## config.mk

```make
export PLATFORM = sky130hd
export DESIGN_NAME = list_sum_walker
export DESIGN_NICKNAME = d
export VERILOG_FILES = /design/src/rtl/lsw_pkg.sv /design/src/rtl/lsw_zero_det.sv /design/src/rtl/lsw_ctrl.sv /design/src/rtl/lsw_datapath.sv /design/src/rtl/list_sum_walker.sv
export SDC_FILE = /design/constraint.sdc
export NUM_CORES = 1
export LEC_CHECK = 0
export CORE_MARGIN = 2
export CORE_UTILIZATION = 50
export DETAILED_ROUTE_END_ITERATION = 8
export MAX_ROUTING_LAYER = met4
export PLACE_DENSITY = 0.73
export SYNTH_ARGS = -nofsm -noshare
export SYNTH_HDL_FRONTEND = slang
export SYNTH_SLANG_ARGS = --single-unit
export TNS_END_PERCENT = 50
```

## constraint.sdc

```tcl
create_clock -name clk -period 2 [get_ports clk]
set_input_delay 0.4 -clock clk [delete_from_list [all_inputs] [get_ports clk]]
set_output_delay 0.4 -clock clk [all_outputs]
set_load 0.01 [all_outputs]
```

## src/rtl/lsw_pkg.sv

```systemverilog
package lsw_pkg;

  typedef enum logic [1:0] {
    ST_IDLE  = 2'd0,
    ST_ACCUM = 2'd1,
    ST_FETCH = 2'd2,
    ST_DONE  = 2'd3
  } walk_state_t;

  // Address of the value byte that belongs to a node whose link byte is at ptr.
  function automatic logic [7:0] value_addr_of(input logic [7:0] ptr);
    return ptr + 8'd1;
  endfunction

  // Running total update: plain modulo-2^8 addition of two's complement bytes.
  function automatic logic [7:0] accumulate(input logic [7:0] acc, input logic [7:0] val);
    return acc + val;
  endfunction

endpackage

```

## src/rtl/lsw_zero_det.sv

```systemverilog
module lsw_zero_det #(
  parameter int W = 8
) (
  input  logic [W-1:0] word,
  output logic         is_zero
);
  localparam int HALF = W / 2;

  logic [1:0] part_zero;

  generate
    if (W >= 2) begin : g_split
      assign part_zero[0] = ~|word[HALF-1:0];
      assign part_zero[1] = ~|word[W-1:HALF];
    end else begin : g_single
      assign part_zero[0] = ~word[0];
      assign part_zero[1] = 1'b1;
    end
  endgenerate

  assign is_zero = &part_zero;
endmodule

```

## src/rtl/lsw_ctrl.sv

```systemverilog
module lsw_ctrl
  import lsw_pkg::*;
(
  input  logic clk,
  input  logic rst_n,
  input  logic start,
  input  logic link_zero,
  output logic init,
  output logic ld_sum,
  output logic ld_link,
  output logic sel_value_addr,
  output logic accum_phase,
  output logic fetch_phase,
  output logic walk_done
);
  walk_state_t state_q, state_d;

  always_ff @(posedge clk or negedge rst_n) begin
    if (!rst_n) state_q <= ST_IDLE;
    else        state_q <= state_d;
  end

  always_comb begin
    state_d = state_q;
    if (start) begin
      state_d = ST_ACCUM;
    end else begin
      case (state_q)
        ST_IDLE:  state_d = ST_IDLE;
        ST_ACCUM: state_d = ST_FETCH;
        ST_FETCH: state_d = link_zero ? ST_DONE : ST_ACCUM;
        ST_DONE:  state_d = ST_DONE;
        default:  state_d = ST_IDLE;
      endcase
    end
  end

  assign accum_phase    = (state_q == ST_ACCUM);
  assign fetch_phase    = (state_q == ST_FETCH);
  assign walk_done      = (state_q == ST_DONE);
  assign init           = start;
  assign ld_sum         = accum_phase & ~start;
  assign ld_link        = fetch_phase & ~start;
  assign sel_value_addr = accum_phase;
endmodule

```

## src/rtl/lsw_datapath.sv

```systemverilog
module lsw_datapath
  import lsw_pkg::*;
#(
  parameter int W = 8
) (
  input  logic         clk,
  input  logic         rst_n,
  input  logic         init,
  input  logic         ld_sum,
  input  logic         ld_link,
  input  logic         sel_value_addr,
  input  logic [W-1:0] mem_rdata,
  output logic [W-1:0] mem_addr,
  output logic [W-1:0] sum_q,
  output logic         link_zero
);
  localparam logic [W-1:0] HEAD_ADDR  = '0;
  localparam logic [W-1:0] FIRST_VADR = W'(1);

  logic [W-1:0] link_q;
  logic [W-1:0] vadr_q;

  always_ff @(posedge clk or negedge rst_n) begin
    if (!rst_n) begin
      link_q <= HEAD_ADDR;
      vadr_q <= FIRST_VADR;
      sum_q  <= '0;
    end else if (init) begin
      link_q <= HEAD_ADDR;
      vadr_q <= FIRST_VADR;
      sum_q  <= '0;
    end else begin
      if (ld_sum) sum_q <= W'(accumulate(8'(sum_q), 8'(mem_rdata)));
      if (ld_link) begin
        link_q <= mem_rdata;
        vadr_q <= W'(value_addr_of(8'(mem_rdata)));
      end
    end
  end

  assign mem_addr = sel_value_addr ? vadr_q : link_q;

  lsw_zero_det #(.W(W)) u_zero (
    .word    (mem_rdata),
    .is_zero (link_zero)
  );
endmodule

```

## src/rtl/list_sum_walker.sv

```systemverilog
module list_sum_walker #(
  parameter int W = 8
) (
  input  logic         clk,
  input  logic         rst_n,
  input  logic         start,
  output logic         done,
  output logic [W-1:0] result,
  output logic [W-1:0] mem_addr,
  input  logic [W-1:0] mem_rdata
);
  logic init, ld_sum, ld_link, sel_value_addr;
  logic accum_phase, fetch_phase, walk_done, link_zero;
  logic [W-1:0] sum_q;

  lsw_ctrl u_ctrl (
    .clk            (clk),
    .rst_n          (rst_n),
    .start          (start),
    .link_zero      (link_zero),
    .init           (init),
    .ld_sum         (ld_sum),
    .ld_link        (ld_link),
    .sel_value_addr (sel_value_addr),
    .accum_phase    (accum_phase),
    .fetch_phase    (fetch_phase),
    .walk_done      (walk_done)
  );

  lsw_datapath #(.W(W)) u_dp (
    .clk            (clk),
    .rst_n          (rst_n),
    .init           (init),
    .ld_sum         (ld_sum),
    .ld_link        (ld_link),
    .sel_value_addr (sel_value_addr),
    .mem_rdata      (mem_rdata),
    .mem_addr       (mem_addr),
    .sum_q          (sum_q),
    .link_zero      (link_zero)
  );

  assign done   = walk_done;
  assign result = sum_q;
endmodule

```

# Word level (Yosys, flattened, before mapping)
# Cells that the tools add are included.
totals:
  regBits: 26
  input_bits: 11
  output_inout_bits: 17
op_classes:
  add_sub_neg: 2
  eq_ne: 3
  mux: 10
  n_bitwise: 3
  n_reduce_logical: 8
ops:
  columns: ["cell", "n"]
  rows:
  - ["$mux 8", 7]
  - ["$add 8x1->8 const B", 1]
  - ["$add 8x8->8", 1]
  - ["$pmux 2 s4", 1]
  - ["$reduce_or 4->1", 2]
  - ["$eq 2x2->1 const B", 2]
  - ["$mux 2", 2]
  - ["$reduce_bool 2->1", 2]
  - ["$and 1x1->1", 2]
  - ["$eq 2x1->1 const B", 1]
  - ["$logic_not 1->1", 2]
  - ["$logic_not 2->1", 1]
  - ["$reduce_and 2->1", 1]
  - ["$not 1->1", 1]

# Longest topological paths before layout
logic_depth:
  ltp_word: 6
  ltp_mapped: 7
  ltp_nobuf: 7

# Modules after synthesis
# A second synthesis with hierarchy kept.
unflattened:
  cells_unflattened: 158
  hier_area_um2: 1642.8
by_module_without_submodules:
  columns: ["mod", "n_inst", "cells_each", "area_per_inst_um2", "seq_area_each_um2"]
  rows:
  - ["lsw_datapath", 1, 142, 1500.2, 601.8]
  - ["lsw_ctrl", 1, 13, 123.9, 50.0]
  - ["lsw_zero_det", 1, 3, 18.8, 0.0]

# Least setup slack after synthesis
# No wires, ideal clock.
synth_path:
  path_type: "register to register"
  start: "register u_dp.sum_q[0]"
  end: "register u_dp.sum_q[6]"
  setup_time_ps: 122
  t_arrival_ps: 1716
  required_ps: 1878
  path_slack_ps: 162
  path_stages_with_launch: 8
  period_less_slack_ps: 1838
  path_cell_list: "dfrtp_1 > ha_1 > fa_1 > a21o_1 > a21oi_1 > o21ai_0 > mux2i_1 > nand2_1"
synth_between:
  elab_chain_len: 3
synth_lines:
  columns: ["item", "line_no", "text"]
  rows:
  - ["from (decl)", "lsw_datapath.sv:14", "output logic [W-1:0] sum_q,"]
  - ["from (signal assigned)", "lsw_datapath.sv:33", "if (ld_sum) sum_q <= W'(accumulate(8'(sum_q), 8'(mem_rdata)));"]
  - ["$add 8x8->8", "lsw_pkg.sv:17", "return acc + val;"]
  - ["$mux 8", "lsw_datapath.sv:33", null]
  - ["$mux 8", "lsw_datapath.sv:28", "end else if (init) begin"]
# No other way between the ends. The select of a mux whose other input is x is not followed.
# A chain may end at the register's enable or synchronous reset.

# Worst setup path in the final report
layout_path:
  start: "input port mem_rdata[1]"
  end: "register u_dp.sum_q[5]"
layout_between:
  elab_chain_len: 3
layout_lines:
  columns: ["item", "line_no", "text"]
  rows:
  - ["from (decl)", "list_sum_walker.sv:10", "input logic [W-1:0] mem_rdata"]
  - ["$add 8x8->8", "lsw_pkg.sv:17", null]
  - ["$mux 8", "lsw_datapath.sv:33", null]
  - ["$mux 8", "lsw_datapath.sv:28", null]
# No other way between the ends. The select of a mux whose other input is x is not followed.

==> summary.md <==
| Metric | Value |
|---|---|
| Critical-path top delay cell | clkdlybuf4s50_1 |
| CTS tree | done |
| Post-DP HPWL | between 2 and 3 mm |
| FF-to-FF path depth | 7 |
| Layout fillers | 240 |
| Met3 WL | around 81 microns |
| Area of the multi-input gates | 896 sq um |
| Total Wirelength | roughly 3.8 mm |
| R2R Setup Slk | about 0.13 ns |
| Clk pwr share | 0.247 |
| Net Count, Synth | between 200 and 250 |
| Arr. time, crit path | 2.22 ns |
| First-pass GRT wire length | 6.66 mm |
| CP cell instances | clkdlybuf4s50_1 -> ha_1 -> a211oi_2 -> buf_4 -> o21bai_1 -> a21oi_1 -> or4_1 -> nand3_1 |
| Share of layout cells above drive strength 1 | 0.195 |
| Rel. slew slack | 0.771 |
| Async S/R FF share, synth | 1.00 |
| Vias per cell | between 5 and 6 |
| Die H | between 60 and 70 microns |
| Simple-Gate Fraction of Synth Area | 0.246 |
| Layout Cells excl Fill | 280 |
| Initial Utilization | 0.522 |
| H-tree lvl count | 1 |
| Post-synthesis mux area share | 0.0198 |
| Worst Path Required | 2.27 ns |
| CTS buffer count | 3 |
| Routed wl met2 | around 1.9 mm |
| Post-synthesis cell count | approximately 190 |
| Drt first pass iters | 4 |
| Type of the worst min-delay path | in2async |
| Synth top area cells | dfrtp_1 40%, nand2_1 11%, ha_1 7.1%, o21ai_0 4.4%, a21oi_1 3.5% |
| Total grt overflow | 0 |
| Die width | about 60 microns |
| CTS Root Cell | clkbuf_4 |
| Clk sinks | 26 |
| EDFF count, synth | 0 |
| Register area share after synthesis | 0.412 |
| Sequential share of power | 0.417 |
| Post-Synth XOR/XNOR Area | 0.0443 |
| Mapped Area | around 1600 sq um |
| Highest-count cells in the layout ignoring fill and taps | 48 x nand2_1, 27 x buf_4, 24 x dfrtp_1 |
| Fmax | just over 500 MHz |
| Vias | 1485 |
| Switching Fraction | 0.298 |
| Power Density | between 600 and 700 nW/um^2 |
| Post-DRT Antenna Nets | 0 |
| Fin Hold WS | 0.421 ns |
| Seq cells post-synth | 26 |
| Layout Nets | between 200 and 300 |
| Critical path origin | mem_rdata[1] |
| R2r startpoint | u_dp.sum_q[1]$_DFFE_PN0P_ |
| Routed metal-1 wire length | roughly 1.7 mm |
| Top layer in use | met4 |
| Critical path peak fanout | 3 |
| Compound-cell area share of the yosys netlist | 0.153 |
| Reg-to-Reg End | u_dp.sum_q[5]$_DFFE_PN0P_ |
| Largest family of logic cells by synthesized area | simple AND/OR/NAND/NOR gates |
| Max Root-Sink Buffers | 2 |
| WP buf/inv | 2 |
| GRT Total Usage | 0.252 |
| Antenna violations before repair | 0 |
| FP Rows | 20 |
| Max Cap Viol | 0 |
| Worst setup margin | between 0.04 and 0.05 ns |
| Max incr delay on CP | 0.48 ns |
| YS warnings | 0 |
| FF+latch area | roughly 650 sq um |
| CP endpoint kind | flop |
| # port buffers | 27 |
| Netlist cell types | 39 |
| Leakage power | between 1 and 1.5 nW |
| Pint | approximately 0.0010 W |
| Commonest non-fill, non-tap cell in the layout | nand2_1 |
| 1st-iter DRT viols | 76 |
| Layout area overhead | 37.7% |
| Vias in the first global route | between 1000 and 1500 |
| Die Area | about 3600 sq um |
| Yosys top cell area share | 0.396 |
| Main flop type after synthesis | dfrtp_1 |
| Worst-margin pin slew | ~0.34 ns |
| Tmin final | approximately 2.0 ns |
| Highest ir drop seen on vdd | 356 uV |
| Final setup violation count | 0 |
| Place WS | -0.334 ns |
| Psw | between 0.0004 and 0.0005 W |
| Inst Count DP | approximately 280 |
| Fin crit share | 0.978 |
| Endpoints failing hold | 0 |
| Startpoint Class | primary input |
| GP Congestion | 0.909 |
| Worst-Skew Late Latency | 0.32 ns |
| Top Family by Delay on Critical Path | buffers and inverters |
| Critical path class | in2reg |
| Slew Limit Fails | 0 |
| Syn_area_per_cell | ~8.5 sq um |
| Drt wl/cell | around 14 microns |
| Worst Skew | between 0.003 and 0.004 ns |
| Area leader, netlist | dfrtp_1 |
| Critical Path Sink | u_dp.sum_q[5]$_DFFE_PN0P_ |
| # hold bufs at CTS | 0 |
| # diodes | 0 |
| # DRC | 0 |
| Pin count of the biggest net entering global routing | 27 |
| Adder-cell share of the synthesized area | 0.0839 |
| Instance count on the critical path | 8 |
| IO Pins | 28 |
| Logic pwr share | 0.336 |
| Core Footprint | around 3000 sq um |
| CTS clk-pin slew, worst paths | approximately 0.15 ns |
| Status | complete, no violations |
[state kept, by name, indices dropped and copies added, names as in the netlist]
register / flops
u_dp.vadr_q: 8
u_dp.link_q: 8
u_dp.sum_q: 8
u_ctrl.state_q: 2
[synthesized netlist by cell type, drive strengths merged, types with 3 or more instances]
cell type / n
o31ai: 3
xnor2: 5
xor2: 3
inv: 6
nand2: 48
nand2b: 8
nand3: 5
dfrtp: 25
a21oi: 12
o21ai: 14
nor3: 4
ha: 9
a21o: 4
nor2: 3
clkbuf: 8
[kinds of logic after synthesis]
| group | count (synthesis) |
|---|---|
| AO/OA/AOI/OAI | 40 |
| XOR/XNOR | 8 |
| adder cells (fa/ha/maj) | 10 |
| buffers and inverters | 15 |
| flip-flops | 26 |
| multiplexers | 3 |
| AND/OR/NAND/NOR | 83 |
[per-stage QoR]
step | total power [W] | area (sq um) | util | setup TNS [ns]
CTS | 0.00148 | 2150 | 0.710 | 0
global placement | 0.00110 | 2090 | 0.690 | -1.03
global route | 0.00158 | 2180 | 0.719 | -0.0680
floorplan | 0.000862 | 1580 | - | 0
finish | 0.00148 | 2180 | 0.719 | 0
detailed placement | 0.00112 | 2090 | 0.690 | -1.21
[area by class of cell]
| class | count | area share |
|---|---|---|
| Clock buffer | 3 | 0.0103 |
| Clock inverter | 1 | 0.0138 |
| Inverter | 6 | 0.0103 |
| Multi-Input combinational cell | 144 | 0.411 |
| Sequential cell | 26 | 0.300 |
| Tap cell | 44 | 0.0253 |
| Timing Repair Buffer | 56 | 0.229 |
[power by group through the flow]
stage / clock network, W / registers (W) / logic [W]
after global placement: 0 / 0.000623 / 0.000477
after floorplan: 0 / 0.000630 / 0.000232
after CTS: 0.000376 / 0.000619 / 0.000486
after global routing: 0.000404 / 0.000625 / 0.000554
final: 0.000366 / 0.000618 / 0.000499
after detailed placement: 0 / 0.000628 / 0.000491
[layer usage]
| metal | global-route usage | vias up |
|---|---|---|
| met5 | - | - |
| met4 | 0.0667 | 0 |
| met3 | 0.0260 | 6 |
| met2 | 0.425 | 30 |
| met1 | 0.320 | 717 |
| li1 | - | 732 |
[what timing repair did]
action	CTS	global route
setup buffers	1	0
endpoints found under the setup margin	8	11
resized for setup	12	16
[worst min path at each step]
stage,to,slack (ns),startpoint,depth (start not counted)
after floorplan,u_ctrl.state_q[0]$_DFF_PN0_,0.10,rst_n,0
after global placement,u_dp.link_q[0]$_DFFE_PN0P_,0.46,u_dp.link_q[0]$_DFFE_PN0P_,1
after detailed placement,u_dp.vadr_q[0]$_DFFE_PN1P_,0.47,u_dp.vadr_q[0]$_DFFE_PN1P_,2
after CTS,u_dp.sum_q[1]$_DFFE_PN0P_,0.42,rst_n,2
after global routing,u_dp.sum_q[0]$_DFFE_PN0P_,0.43,rst_n,2
final,u_dp.sum_q[2]$_DFFE_PN0P_,0.42,rst_n,2
No activity file was read; power rests on OpenSTA's default activity.
